## config.mk

```make
export PLATFORM = sky130hd
export DESIGN_NAME = tblrsp_top
export DESIGN_NICKNAME = d
export VERILOG_FILES = /design/src/rtl/tblrsp_pkg.sv /design/src/rtl/tblrsp_req_check.sv /design/src/rtl/tblrsp_rom.sv /design/src/rtl/tblrsp_seq.sv /design/src/rtl/tblrsp_top.sv
export SDC_FILE = /design/constraint.sdc
export NUM_CORES = 1
export LEC_CHECK = 0
export BUFFER_PORTS_ARGS = -buffer_cell sky130_fd_sc_hd__buf_2
export CAP_MARGIN = 15
export CORE_MARGIN = 2
export CORE_UTILIZATION = 50
export DETAILED_ROUTE_END_ITERATION = 8
export PLACE_DENSITY = 0.86
export SYNTH_ARGS = -nofsm -noshare
export SYNTH_HDL_FRONTEND = slang
export SYNTH_SLANG_ARGS = --single-unit
```

## constraint.sdc

```tcl
create_clock -name clk -period 2.9 [get_ports clk]
set_input_delay 0.29 -clock clk [delete_from_list [all_inputs] [get_ports clk]]
set_output_delay 0.29 -clock clk [all_outputs]
set_load 0.01 [all_outputs]
```

## src/rtl/tblrsp_pkg.sv

```systemverilog
package tblrsp_pkg;

  localparam int NUM_ENT      = 6;
  localparam int HIDX_W       = $clog2(NUM_ENT);
  localparam int DW_BYTES     = 4;
  localparam int REQ_BYTES    = 12;
  localparam int RSP_HDR_BYTES = 12;
  localparam int MIN_REQ_DW   = (REQ_BYTES + DW_BYTES - 1) / DW_BYTES;
  localparam int RSP_HDR_DW   = (RSP_HDR_BYTES + DW_BYTES - 1) / DW_BYTES;

  localparam logic [15:0] VENDOR_ID   = 16'h1E98;
  localparam logic [7:0]  OBJ_TYPE    = 8'h02;
  localparam logic [7:0]  RSP_CODE    = 8'h00;
  localparam logic [7:0]  TBL_KIND    = 8'h00;
  localparam logic [15:0] TERM_HANDLE = 16'hFFFF;

  typedef enum logic [7:0] {
    ENT_RANGE = 8'd0,
    ENT_PERF  = 8'd1,
    ENT_MTYPE = 8'd4
  } ent_kind_e;

  typedef enum logic {
    ST_IDLE = 1'b0,
    ST_SEND = 1'b1
  } seq_st_e;

  function automatic ent_kind_e kind_of(input logic [HIDX_W-1:0] h);
    if (h == HIDX_W'(0))           return ENT_RANGE;
    if (h == HIDX_W'(NUM_ENT - 1)) return ENT_MTYPE;
    return ENT_PERF;
  endfunction

  function automatic logic [15:0] bytes_of(input ent_kind_e k);
    return (k == ENT_PERF) ? 16'd18 : 16'd24;
  endfunction

endpackage

```

## src/rtl/tblrsp_req_check.sv

```systemverilog
module tblrsp_req_check
  import tblrsp_pkg::*;
#(
  parameter int LEN_W = 10
) (
  input  logic             req_valid,
  input  logic [LEN_W-1:0] req_len,
  input  logic [15:0]      req_handle,
  input  logic             idle,
  output logic             accept
);

  logic len_ok;
  logic hnd_ok;

  always_comb begin
    len_ok = (req_len >= LEN_W'(MIN_REQ_DW));
    hnd_ok = (req_handle < 16'(NUM_ENT));
    accept = req_valid & idle & len_ok & hnd_ok;
  end

endmodule

```

## src/rtl/tblrsp_rom.sv

```systemverilog
module tblrsp_rom
  import tblrsp_pkg::*;
#(
  parameter int          LEN_W        = 10,
  parameter logic [63:0] REGION_BYTES = 64'h0000_0001_0000_0000,
  parameter logic [31:0] LAT_UNIT     = 32'd10000,
  parameter logic [31:0] BW_UNIT      = 32'd1000,
  parameter logic [15:0] RD_LAT       = 16'd15,
  parameter logic [15:0] WR_LAT       = 16'd25,
  parameter logic [15:0] RD_BW        = 16'd16,
  parameter logic [15:0] WR_BW        = 16'd16
) (
  input  logic [HIDX_W-1:0] handle,
  input  logic [LEN_W-1:0]  word_idx,
  output logic [15:0]       ent_bytes,
  output logic [31:0]       body_word
);

  logic [15:0] len_tab [NUM_ENT];

  for (genvar e = 0; e < NUM_ENT; e++) begin : g_len
    assign len_tab[e] = bytes_of(kind_of(HIDX_W'(e)));
  end

  ent_kind_e   kind;
  logic [7:0]  dtype;
  logic [31:0] unit;
  logic [15:0] value;

  always_comb begin
    kind      = kind_of(handle);
    ent_bytes = (int'(handle) < NUM_ENT) ? len_tab[handle] : 16'd0;
    unique case (handle)
      HIDX_W'(1): begin dtype = 8'd1; unit = LAT_UNIT; value = RD_LAT; end
      HIDX_W'(2): begin dtype = 8'd2; unit = LAT_UNIT; value = WR_LAT; end
      HIDX_W'(3): begin dtype = 8'd4; unit = BW_UNIT;  value = RD_BW;  end
      HIDX_W'(4): begin dtype = 8'd5; unit = BW_UNIT;  value = WR_BW;  end
      default:    begin dtype = 8'd0; unit = 32'd0;    value = 16'd0;  end
    endcase
  end

  always_comb begin
    body_word = 32'd0;
    if (word_idx == LEN_W'(0)) begin
      body_word = {ent_bytes, 8'h00, kind};
    end else begin
      unique case (kind)
        ENT_RANGE: begin
          if (word_idx == LEN_W'(1)) body_word = 32'h0000_0400;
          if (word_idx == LEN_W'(4)) body_word = REGION_BYTES[31:0];
          if (word_idx == LEN_W'(5)) body_word = REGION_BYTES[63:32];
        end
        ENT_MTYPE: begin
          if (word_idx == LEN_W'(1)) body_word = 32'h0000_0200;
          if (word_idx == LEN_W'(4)) body_word = REGION_BYTES[31:0];
          if (word_idx == LEN_W'(5)) body_word = REGION_BYTES[63:32];
        end
        ENT_PERF: begin
          if (word_idx == LEN_W'(1)) body_word = {dtype, 24'h000000};
          if (word_idx == LEN_W'(2)) body_word = unit;
          if (word_idx == LEN_W'(4)) body_word = {16'h0000, value};
        end
        default: body_word = 32'd0;
      endcase
    end
  end

endmodule

```

## src/rtl/tblrsp_seq.sv

```systemverilog
module tblrsp_seq
  import tblrsp_pkg::*;
#(
  parameter int LEN_W = 10
) (
  input  logic              clk,
  input  logic              rst_n,
  input  logic              accept,
  input  logic [HIDX_W-1:0] acc_handle,
  input  logic [15:0]       ent_bytes,
  input  logic [31:0]       body_word,
  input  logic              rsp_ready,
  output logic              idle,
  output logic [HIDX_W-1:0] handle_q,
  output logic [LEN_W-1:0]  body_idx,
  output logic              rsp_valid,
  output logic [31:0]       rsp_data,
  output logic              rsp_last,
  output logic [LEN_W-1:0]  rsp_len
);

  seq_st_e           state_q, state_d;
  logic [LEN_W-1:0]  idx_q, idx_d;
  logic [HIDX_W-1:0] hnd_d;
  logic              step_en;
  logic [16:0]       byte_sum;
  logic [LEN_W-1:0]  total_dw;
  logic [15:0]       next_hnd;

  always_comb begin
    byte_sum  = 17'(ent_bytes) + 17'(RSP_HDR_BYTES) + 17'(DW_BYTES - 1);
    total_dw  = LEN_W'(byte_sum >> 2);
    next_hnd  = (handle_q == HIDX_W'(NUM_ENT - 1)) ? TERM_HANDLE
                                                   : 16'(handle_q) + 16'd1;
    idle      = (state_q == ST_IDLE);
    rsp_valid = (state_q == ST_SEND);
    rsp_len   = rsp_valid ? total_dw : '0;
    rsp_last  = rsp_valid && (idx_q == total_dw - LEN_W'(1));
    body_idx  = idx_q - LEN_W'(RSP_HDR_DW);
    if (idx_q == LEN_W'(0))      rsp_data = {8'h00, OBJ_TYPE, VENDOR_ID};
    else if (idx_q == LEN_W'(1)) rsp_data = 32'(total_dw);
    else if (idx_q == LEN_W'(2)) rsp_data = {next_hnd, TBL_KIND, RSP_CODE};
    else                         rsp_data = body_word;
  end

  always_comb begin
    state_d = state_q;
    idx_d   = idx_q;
    hnd_d   = handle_q;
    unique case (state_q)
      ST_IDLE: if (accept) begin
        state_d = ST_SEND;
        idx_d   = '0;
        hnd_d   = acc_handle;
      end
      ST_SEND: if (rsp_ready) begin
        if (rsp_last) state_d = ST_IDLE;
        else          idx_d   = idx_q + LEN_W'(1);
      end
      default: state_d = ST_IDLE;
    endcase
  end

  assign step_en = accept | (rsp_valid & rsp_ready);

  always_ff @(posedge clk or negedge rst_n) begin
    if (!rst_n) begin
      state_q  <= ST_IDLE;
      idx_q    <= '0;
      handle_q <= '0;
    end else if (step_en) begin
      state_q  <= state_d;
      idx_q    <= idx_d;
      handle_q <= hnd_d;
    end
  end

  assert_start_R3: assert property (@(posedge clk) disable iff (!rst_n)
    accept |=> rsp_valid && (idx_q == '0));

  assert_hold_stall_R11: assert property (@(posedge clk) disable iff (!rst_n)
    rsp_valid && !rsp_ready |=> rsp_valid && $stable(rsp_data));

  assert_len_stable_R5: assert property (@(posedge clk) disable iff (!rst_n)
    rsp_valid && !rsp_last |=> $stable(rsp_len));

  assert_end_R11: assert property (@(posedge clk) disable iff (!rst_n)
    rsp_valid && rsp_ready && rsp_last |=> !rsp_valid);

endmodule

```

## src/rtl/tblrsp_top.sv

```systemverilog
module tblrsp_top
  import tblrsp_pkg::*;
#(
  parameter int          LEN_W        = 10,
  parameter logic [63:0] REGION_BYTES = 64'h0000_0001_0000_0000,
  parameter logic [31:0] LAT_UNIT     = 32'd10000,
  parameter logic [31:0] BW_UNIT      = 32'd1000,
  parameter logic [15:0] RD_LAT       = 16'd15,
  parameter logic [15:0] WR_LAT       = 16'd25,
  parameter logic [15:0] RD_BW        = 16'd16,
  parameter logic [15:0] WR_BW        = 16'd16
) (
  input  logic             clk,
  input  logic             rst_n,
  input  logic             req_valid,
  output logic             req_ready,
  input  logic [LEN_W-1:0] req_len,
  input  logic [15:0]      req_handle,
  output logic             rsp_valid,
  input  logic             rsp_ready,
  output logic [31:0]      rsp_data,
  output logic             rsp_last,
  output logic [LEN_W-1:0] rsp_len
);

  logic              idle;
  logic              accept;
  logic [HIDX_W-1:0] handle_q;
  logic [LEN_W-1:0]  body_idx;
  logic [15:0]       ent_bytes;
  logic [31:0]       body_word;

  assign req_ready = idle;

  tblrsp_req_check #(.LEN_W(LEN_W)) chk_i (
    .req_valid  (req_valid),
    .req_len    (req_len),
    .req_handle (req_handle),
    .idle       (idle),
    .accept     (accept)
  );

  tblrsp_rom #(
    .LEN_W(LEN_W), .REGION_BYTES(REGION_BYTES), .LAT_UNIT(LAT_UNIT),
    .BW_UNIT(BW_UNIT), .RD_LAT(RD_LAT), .WR_LAT(WR_LAT),
    .RD_BW(RD_BW), .WR_BW(WR_BW)
  ) rom_i (
    .handle    (handle_q),
    .word_idx  (body_idx),
    .ent_bytes (ent_bytes),
    .body_word (body_word)
  );

  tblrsp_seq #(.LEN_W(LEN_W)) seq_i (
    .clk        (clk),
    .rst_n      (rst_n),
    .accept     (accept),
    .acc_handle (req_handle[HIDX_W-1:0]),
    .ent_bytes  (ent_bytes),
    .body_word  (body_word),
    .rsp_ready  (rsp_ready),
    .idle       (idle),
    .handle_q   (handle_q),
    .body_idx   (body_idx),
    .rsp_valid  (rsp_valid),
    .rsp_data   (rsp_data),
    .rsp_last   (rsp_last),
    .rsp_len    (rsp_len)
  );

  assert_drop_short_R1: assert property (@(posedge clk) disable iff (!rst_n)
    req_ready && req_valid && (req_len < LEN_W'(MIN_REQ_DW)) |=> !rsp_valid);

  assert_drop_handle_R2: assert property (@(posedge clk) disable iff (!rst_n)
    req_ready && req_valid && (req_handle >= 16'(NUM_ENT)) |=> !rsp_valid);

  assert_busy_R3: assert property (@(posedge clk) disable iff (!rst_n)
    rsp_valid |-> !req_ready);

endmodule

```

==> results.py <==
metrics = {
    "yosys": {
        "yosys_warnings": 0,
        "ys.flop_type": "dfrtp_1",
        "synth.avg_cell_area_um2": 7.694,
        "synthArstFlopShare_pct": 100.0,
        "synth_edf_count": 0,
        "netlist.area_leader.share_pct": 18.36,
        "synth_top_cell_by_area": "dfrtp_1",
        "synth_common_cells": "nand2_1, buf_4, nor2_1",
        "yosysUniqueCellTypes": 60,
        "yosysMostFrequentCell": "nand2_1",
        "ys_seq_elements": 14,
        "syn_area_mm2": 0.001908,
        "yosysSeqAreaShare_pct": 18.36,
        "yosys-top-cells-area": "dfrtp_1, buf_4, nand2_1",
        "syn_inst": 248,
    },
    "placement": {
        "preCtsSetupSlack_ns": 0.2203,
        "placed_cell_area_mm2": 0.002146,
        "hpwl_um": 3740,
        "io_buffer_count": 65,
        "gp_congestion": 0.9210,
        "place_inst": 342,
    },
    "global_routing": {
        "antenna_found_initial": 0,
        "grtUsageTotal_pct": 23.23,
        "grt_pass1_wl_um": 8059,
        "grt_max_degree": 17,
        "grt_pass1_vias": 1810,
        "gr-total-overflow": 0,
    },
    "clocking": {
        "clkTransAtPathRegs_ns": 0.06,
        "tritoncts": "built",
        "cts.sinks": 14,
        "cts_made_buffers": 3,
        "cts_buffer_depth": 2,
        "ctsRootBufferMaster": "clkbuf_8",
        "ctsHtreeMaxLevel": 1,
        "clkLatencyLatePin_ns": 0.25,
    },
    "critical_path": {
        "crit_buf_inv": 2,
        "cp_top_family": "simple AND/OR/NAND/NOR gates",
        "critPathKind": "reg2out",
        "endpoint_kind": "output port",
        "critPathLaunchType": "flip-flop",
        "critPathMaxStageDelay_ns": 0.51,
        "crit_chain": "inv_1 -> ha_1 -> nor2b_1 -> or4_4 -> a221oi_4 -> and2_1 -> buf_2",
        "worstPathArrival_ns": 2.49,
        "slowest_stage": "or4_4",
        "cp_max_fo": 8,
        "cp.required_ns": 2.61,
    },
    "drt": {
        "routedWlPerCell_um": 14.09,
        "viasPerCell": 6.000,
        "drc": 0,
        "via_count": 2088,
        "dr_wl_met3_um": 365,
        "wl_um": 4904,
        "m1WireLength_um": 2087,
        "wl_met2_um": 2390,
        "drt_iter0_drc": 271,
        "dr.pass1.iters": 5,
        "ant_nets": 0,
        "top_layer": "met4",
    },
    "timing": {
        "setup_ws_ns": 0.1192,
        "slew_violations": 0,
        "maxSlewHeadroom_pct": 64.47,
        "rsz0062_at_grt": "false",
        "tightest_slew_ns": 0.5316,
        "finalCriticalPeriod_ns": 2.781,
        "max_freq_mhz": 359.6,
        "setup_violations": 0,
        "hold-worst-slack_ns": 0.2209,
        "fin_skew_ns": 0.003581,
        "tns_ns": 0,
        "hold_viol_final": 0,
        "finalCritPeriodShare_pct": 95.89,
    },
    "floorplanning": {
        "dieWidth_um": 65.78,
        "row_count": 22,
        "coreArea_mm2": 0.003661,
        "io_pins": 75,
        "start_util_pct": 52.12,
        "die_area_mm2": 0.004326,
        "fp.dieH_um": 65.78,
    },
    "cells_and_area": {
        "antenna_cells": 0,
        "fillers": 348,
        "layout-drive-gt1-share_pct": 31.33,
        "final_util_pct": 60.94,
        "stdcell_area_mm2": 0.002231,
        "layout.nets": 340,
        "areaGrowthSynthToFinish_pct": 16.92,
        "stdcell_count": 348,
    },
    "hold_path": {
        "hold_path_class": "in2reg",
    },
    "power_and_ir_drop": {
        "vdd_drop_max_uv": 404.8,
        "power_density_mw_per_mm2": 692.2,
        "p_leak_nw": 1.124,
        "power_mw": 1.544,
    },
    "job": {
        "drv_cap": 0,
    },
    "status": {
        "run_status": "finished, final reports clean",
    },
}
## metal layers
metal | global-route usage [%] | up-vias
met3 | 1.533 | 7
met5 | 0 | -
met2 | 39.39 | 113
met1 | 31.53 | 985
met4 | 7.031 | 0
li1 | - | 983
## logic make-up after synthesis
kind of cell / Yosys count / share of synthesized area [%]
AO/OA/AOI/OAI: 57 / 21.97
other: 1 / 0.1965
adder cells (fa/ha/maj): 9 / 5.902
multiplexers: 9 / 5.180
buffers and inverters: 41 / 13.05
AND/OR/NAND/NOR: 117 / 35.35
flip-flops: 14 / 18.36
## worst paths after layout
kind | startpoint | endpoint | depth (start not counted) | slack (ns)
worst min-delay path | rsp_ready | seq_i.rsp_valid | 2 | 0.22
max in group asynchronous | rst_n | seq_i.idx_q[5] | 2 | 2.19
worst max register to register | seq_i.handle_q[0] | seq_i.idx_q[6] | 8 | 0.43
worst max-delay path | seq_i.handle_q[0] | rsp_last | 7 | 0.12
min in group asynchronous | rst_n | seq_i.idx_q[1] | 2 | 0.47
worst min register to register | seq_i.idx_q[9] | seq_i.idx_q[9] | 2 | 0.68
## cell usage in the layout, fill, tap and decap left out, drive strengths merged, types with 4 or more instances in the layout
cell type / count
o21ai: 17
nor3b: 5
a21oi: 15
inv: 9
nor3: 8
mux2: 4
clkbuf: 4
ha: 9
nor4: 9
nor2: 19
buf: 71
conb: 9
mux2i: 5
nand4: 9
dfrtp: 14
nand2: 32
nand3: 4
nand2b: 4
o41ai: 4
and2: 5
## cell type report
class,instances,area [um2],share of cell area [%]
Multi-Input combinational cell,201,1351,60.57
Tap cell,48,60.06,2.692
Clock buffer,4,55.05,2.468
Timing Repair Buffer,72,380.4,17.05
Inverter,9,33.78,1.514
Sequential cell,14,350.3,15.70
## power breakdown
group	leakage [nW]	internal, mW	switching, mW	total, mW
registers	0.189	0.227	0.0760	0.303
logic	0.906	0.411	0.639	1.05
clock network	0.0288	0.120	0.0710	0.191
total	1.12	0.758	0.786	1.54
## sequential cells by signal, indices dropped and copies added, names as in the netlist
| name | count |
|---|---|
| seq_i.handle_q | 3 |
| seq_i.rsp_valid | 1 |
| seq_i.idx_q | 10 |
## repair_timing
action | 4_1_cts | 5_1_grt
hold endpoints to repair | 14 | 0
setup endpoints to repair | 3 | 13
pin swaps | 0 | 1
hold buffers | 1 | 0
gates resized for setup | 1 | 1
setup buffers | 0 | 1
No activity file was read; power rests on OpenSTA's default activity.
